==> src/rtl/mult_pkg.sv <==
package mult_pkg;
    typedef enum logic [1:0] {
        ST_IDLE = 2'd0,
        ST_RUN  = 2'd1,
        ST_FIX  = 2'd2
    } mult_state_t;
endpackage

==> src/rtl/mult_ctrl.sv <==
module mult_ctrl
    import mult_pkg::*;
#(
    parameter int STEPS = 32
) (
    input  logic clk,
    input  logic rst_n,
    input  logic start,
    output logic load,
    output logic step,
    output logic fix,
    output logic busy,
    output logic done
);
    localparam int CW = (STEPS > 1) ? $clog2(STEPS) : 1;
    localparam logic [CW-1:0] LAST = CW'(STEPS - 1);

    mult_state_t state_q, state_d;
    logic [CW-1:0] cnt_q;
    logic          done_q;

    always_comb begin
        state_d = state_q;
        unique case (state_q)
            ST_IDLE: if (start) state_d = ST_RUN;
            ST_RUN:  if (cnt_q == LAST) state_d = ST_FIX;
            ST_FIX:  state_d = ST_IDLE;
            default: state_d = ST_IDLE;
        endcase
    end

    always_ff @(posedge clk or negedge rst_n) begin
        if (!rst_n) begin
            state_q <= ST_IDLE;
            cnt_q   <= '0;
            done_q  <= 1'b0;
        end else begin
            state_q <= state_d;
            done_q  <= (state_q == ST_FIX);
            if (state_q == ST_RUN) cnt_q <= cnt_q + 1'b1;
            else                   cnt_q <= '0;
        end
    end

    always_comb begin
        load = (state_q == ST_IDLE) && start;
        step = (state_q == ST_RUN);
        fix  = (state_q == ST_FIX);
        busy = (state_q != ST_IDLE);
        done = done_q;
    end

    AST_DONE_PULSE: assert property (@(posedge clk) disable iff (!rst_n)
        done |=> !done);
    AST_DONE_IDLE: assert property (@(posedge clk) disable iff (!rst_n)
        done |-> !busy);
    AST_START_BUSY: assert property (@(posedge clk) disable iff (!rst_n)
        (start && !busy) |=> busy);
    AST_RUN_HOLD: assert property (@(posedge clk) disable iff (!rst_n)
        (step && cnt_q != LAST) |=> step);
endmodule

==> src/rtl/mult_datapath.sv <==
module mult_datapath #(
    parameter int WIDTH = 32
) (
    input  logic               clk,
    input  logic               rst_n,
    input  logic               load,
    input  logic               step,
    input  logic               fix,
    input  logic               signed_mode,
    input  logic [WIDTH-1:0]   mcand,
    input  logic [WIDTH-1:0]   mplier,
    output logic [2*WIDTH-1:0] product
);
    localparam int PW = 2 * WIDTH;

    logic [WIDTH-1:0] mcand_q;
    logic [PW-1:0]    prod_q;
    logic             neg_q;

    logic             a_neg, b_neg;
    logic [WIDTH-1:0] a_mag, b_mag;
    logic [WIDTH:0]   sum;
    logic [PW-1:0]    shifted;

    always_comb begin
        a_neg   = signed_mode & mcand[WIDTH-1];
        b_neg   = signed_mode & mplier[WIDTH-1];
        a_mag   = a_neg ? (~mcand + 1'b1) : mcand;
        b_mag   = b_neg ? (~mplier + 1'b1) : mplier;
        sum     = {1'b0, prod_q[PW-1:WIDTH]} +
                  {1'b0, (prod_q[0] ? mcand_q : {WIDTH{1'b0}})};
        shifted = {sum, prod_q[WIDTH-1:1]};
    end

    always_ff @(posedge clk or negedge rst_n) begin
        if (!rst_n) begin
            mcand_q <= '0;
            prod_q  <= '0;
            neg_q   <= 1'b0;
        end else if (load) begin
            mcand_q <= a_mag;
            prod_q  <= {{WIDTH{1'b0}}, b_mag};
            neg_q   <= a_neg ^ b_neg;
        end else if (step) begin
            prod_q  <= shifted;
        end else if (fix) begin
            if (neg_q) prod_q <= ~prod_q + 1'b1;
        end
    end

    assign product = prod_q;

    AST_LOAD_LEFT: assert property (@(posedge clk) disable iff (!rst_n)
        load |=> (prod_q[PW-1:WIDTH] == '0));
    AST_HOLD_IDLE: assert property (@(posedge clk) disable iff (!rst_n)
        (!load && !step && !fix) |=> $stable(prod_q));
endmodule

==> src/rtl/seq_mult.sv <==
module seq_mult #(
    parameter int WIDTH = 32
) (
    input  logic               clk,
    input  logic               rst_n,
    input  logic               start,
    input  logic               signed_mode,
    input  logic [WIDTH-1:0]   mcand,
    input  logic [WIDTH-1:0]   mplier,
    output logic [2*WIDTH-1:0] product,
    output logic               busy,
    output logic               done
);
    logic load, step, fix;

    mult_ctrl #(.STEPS(WIDTH)) u_ctrl (
        .clk   (clk),
        .rst_n (rst_n),
        .start (start),
        .load  (load),
        .step  (step),
        .fix   (fix),
        .busy  (busy),
        .done  (done)
    );

    mult_datapath #(.WIDTH(WIDTH)) u_dp (
        .clk         (clk),
        .rst_n       (rst_n),
        .load        (load),
        .step        (step),
        .fix         (fix),
        .signed_mode (signed_mode),
        .mcand       (mcand),
        .mplier      (mplier),
        .product     (product)
    );
endmodule

==> config.mk <==
export PLATFORM = sky130hd
export DESIGN_NAME = seq_mult
export DESIGN_NICKNAME = d
export VERILOG_FILES = /design/src/rtl/mult_pkg.sv /design/src/rtl/mult_ctrl.sv /design/src/rtl/mult_datapath.sv /design/src/rtl/seq_mult.sv
export SDC_FILE = /design/constraint.sdc
export NUM_CORES = 1
export LEC_CHECK = 0
export ABC_AREA = 1
export BUFFER_PORTS_ARGS = -buffer_cell sky130_fd_sc_hd__buf_2
export CAP_MARGIN = 20
export CORE_MARGIN = 3
export CORE_UTILIZATION = 30
export CTS_BUF_LIST = sky130_fd_sc_hd__clkbuf_8
export DETAILED_ROUTE_END_ITERATION = 10
export PLACE_DENSITY = 0.47
export SLEW_MARGIN = 0
export SYNTH_ARGS = -nofsm -noshare
export SYNTH_HDL_FRONTEND = slang
export SYNTH_SLANG_ARGS = --single-unit
==> constraint.sdc <==
create_clock -name clk -period 2.6 [get_ports clk]
set_input_delay 0.65 -clock clk [delete_from_list [all_inputs] [get_ports clk]]
set_output_delay 0.65 -clock clk [all_outputs]
set_load 0.005 [all_outputs]
==> flow_summary.json <==
{
  "status": "finished clean",
  "tightest_slew_ps": 704.3,
  "grtUsageTotal_pct": 23.29,
  "core_area_um2": 37760,
  "cts_buffers": 9,
  "regArea_um2": 2629,
  "p_sw_w": 0.009329,
  "period_needed_ps": 2468,
  "post-cts-setup-buffers": 0,
  "drtPass1Iterations": 6,
  "drv_cap": 0,
  "final_cells": 2726,
  "cts_buffer_depth": 2,
  "arrival_ps": 2790,
  "syn_area_um2": 11500,
  "final_common_cell": "nand2_1",
  "syn_nets": 2163,
  "clk_root_buffer_cell": "clkbuf_8",
  "nFillCells": 4387,
  "crit_fanout": 23,
  "critPathRequiredTime_ps": 2920,
  "slew_headroom_pct": 52.98,
  "wl_met3_mm": 2.447,
  "worstSkewPairLatency_ps": 420,
  "grt_max_degree": 71,
  "rows": 71,
  "synth-main-ff-cell": "dfrtp_1",
  "cts_max_level": 3,
  "final_cell_mix": "nand2_1, inv_1, nor2_1",
  "grt_pass1_wl_mm": 73.78,
  "fin_total_pwr_w": 0.01611,
  "clock_skew_ps": 20.43,
  "power_frac_clock_pct": 6.8,
  "place_inst": 2710,
  "peakVddDrop_v": 0.0007555,
  "hpwl_mm": 40.10,
  "diodes": 0,
  "cts_tree": "done",
  "die_h_um": 201.8,
  "syn_to_final_growth_pct": 17.40,
  "swShare_pct": 57.91,
  "die_w_um": 201.8,
  "path_clk_slew_ps": 130,
  "hold_slack_ps": 203.1,
  "io_pins": 134,
  "async_flop_share_pct": 100.0,
  "synth-edff-count": 0,
  "grt_overflow_total": 0,
  "fmax_ghz": 0.4052,
  "final_util_pct": 35.77,
  "avgSynthCellArea_um2": 5.604,
  "multi_input_area_um2": 7724,
  "io_buffers": 133,
  "ys_seq_area_share_pct": 22.84,
  "tns_ps": 0,
  "fin_crit_sh_pct": 94.91,
  "met2_length_mm": 21.48,
  "antenna_found_initial": 0,
  "synth_cells": 2053,
  "hold_path_class": "input pin to async pin",
  "wl_mm": 48.45,
  "cts.sinks": 105,
  "cp-end-kind": "register",
  "top_layer": "met4",
  "critical_path_class": "register to register",
  "synth.distinct_cells": 50,
  "slew_violations": 0,
  "nNetsFinal": 2320,
  "p_per_area_nw_per_um2": 1193,
  "p_seq_share_pct": 22.2,
  "yosys_warnings": 0,
  "drtAntennaViolNets": 0,
  "drt-wirelength-per-cell_um": 17.77,
  "m1WireLength_mm": 23.58,
  "fp.dieArea_um2": 40740,
  "setup_viol": 0,
  "p_int_w": 0.006780,
  "drc": 0,
  "grt_pass1_vias": 12390,
  "ys_ff_latch": 105,
  "start_kind": "register",
  "p_leak_nw": 7.114,
  "vias": 13340,
  "drive_above_1_share_pct": 14.13,
  "start_util_pct": 30.47,
  "gp_congestion": 0.9214,
  "viasPerCell": 4.895,
  "drt_iter0_drc": 928,
  "p_comb_share_pct": 71.0,
  "hold_viol_final": 0
}
-- kinds of logic (layout without fill, tap and decap cells) --
logic type      after synthesis  after routing  share of synthesized area [%]
compound gates              239            239                          10.95
buf+inv                     349            511                          11.69
flops                       105            105                          22.84
fa+ha+maj                    42             42                          4.633
xor+xnor                     32             32                          2.436
simple gates               1286           1286                          47.45
-- per-layer routing --
layer	track usage (%)	vias to the layer above
li1	-	6781
met1	34.28	6162
met2	36.72	354
met3	2.657	46
met4	5.034	0
met5	0	-
-- metrics by stage --
| step | setup WS, ps | cell area (µm²) |
|---|---|---|
| global placement | -79.13 | 13130 |
| CTS | 15.67 | 13330 |
| global route | -4.805 | 13510 |
| floorplan | 232.6 | 11500 |
| finish | 132.3 | 13510 |
| detailed placement | -46.15 | 13130 |
-- power groups by stage --
stage	clock, W	combinational [W]	sequential [W]
finish	0.00109	0.0114	0.00358
global route	0.00119	0.0128	0.00368
CTS	0.00113	0.0111	0.00354
detailed placement	0	0.0111	0.00357
global placement	0	0.0110	0.00358
floorplan	0	0.00679	0.00329
-- layout make-up --
cell class                 count  area share (%)
clock buffer                  10           1.019
inverter                     300           8.337
sequential                   105           19.46
multi-input combinational   1599           57.18
timing repair buffer         195           8.856
clock inverter                 6          0.4076
tap                          511           4.734
-- worst paths after layout --
check                                            start                            to  slack (ps)  depth (start not counted)
setup / recovery           u_dp.product[0]$_DFFE_PN0P_  u_dp.product[56]$_DFFE_PN0P_         130                         13
setup reg to reg           u_dp.product[0]$_DFFE_PN0P_  u_dp.product[56]$_DFFE_PN0P_         130                         13
hold / removal                                   rst_n  u_dp.product[61]$_DFFE_PN0P_         200                          1
hold reg to reg              u_ctrl.cnt_q[0]$_DFF_PN0_     u_ctrl.cnt_q[0]$_DFF_PN0_         460                          1
max in group asynchronous                        rst_n  u_dp.product[22]$_DFFE_PN0P_        1660                          2
min in group clk             u_ctrl.cnt_q[0]$_DFF_PN0_     u_ctrl.cnt_q[0]$_DFF_PN0_         460                          1
-- state kept, by name (all words and copies together), names as in the netlist --
signal          count
u_dp.neg_q          1
u_dp.mcand_q       32
u_dp.product       64
u_ctrl.state_q      2
u_ctrl.cnt_q        5
u_ctrl.done         1
-- cell usage after synthesis, types with 2 or more instances --
library cell / number / area share [%]
a21oi_1: 102 / 4.4
and3_1: 2 / 0.11
ha_1: 41 / 4.5
nor2_1: 282 / 9.2
nor2_2: 17 / 0.92
a22oi_1: 2 / 0.13
inv_1: 288 / 9.4
buf_4: 2 / 0.13
nor3_1: 11 / 0.48
nand3b_1: 10 / 0.65
buf_1: 6 / 0.20
nand2_1: 692 / 23
and2_1: 5 / 0.27
nand3_1: 207 / 9.0
o21ai_1: 16 / 0.70
nand3_2: 3 / 0.26
o21bai_1: 2 / 0.13
or2_2: 2 / 0.11
a31oi_1: 12 / 0.65
xnor2_1: 6 / 0.46
clkbuf_1: 26 / 0.85
or2_0: 3 / 0.16
nand4_1: 24 / 1.3
nand2_2: 8 / 0.44
dfrtp_1: 105 / 23
buf_2: 13 / 0.57
o21a_1: 2 / 0.13
o21ai_0: 94 / 4.1
xor2_1: 26 / 2.0
inv_2: 12 / 0.39
nor2_4: 9 / 0.88
nand2_4: 4 / 0.39
a21boi_0: 2 / 0.13
-- worst max-delay path: stages, from the launching register on --
cell and delay (ps):
dfrtp_2 470, buf_12 180, nand2_1 110, inv_1 70
ha_1 430, nand2_2 150, nor2_4 150, nand2_1 120
nor2_1 150, nand2_2 110, nand4_1 90, nand3_1 170
nand2_1 120, nand2_1 50
-- repair_timing --
| action | in CTS | in global routing |
|---|---|---|
| resized for setup | 3 | 41 |
| setup endpoints to repair | 2 | 23 |
| hold endpoints to repair | 0 | 0 |
| pin swaps | 0 | 0 |
| hold buffers | 0 | 0 |
Power figures use the tool's default switching activity.
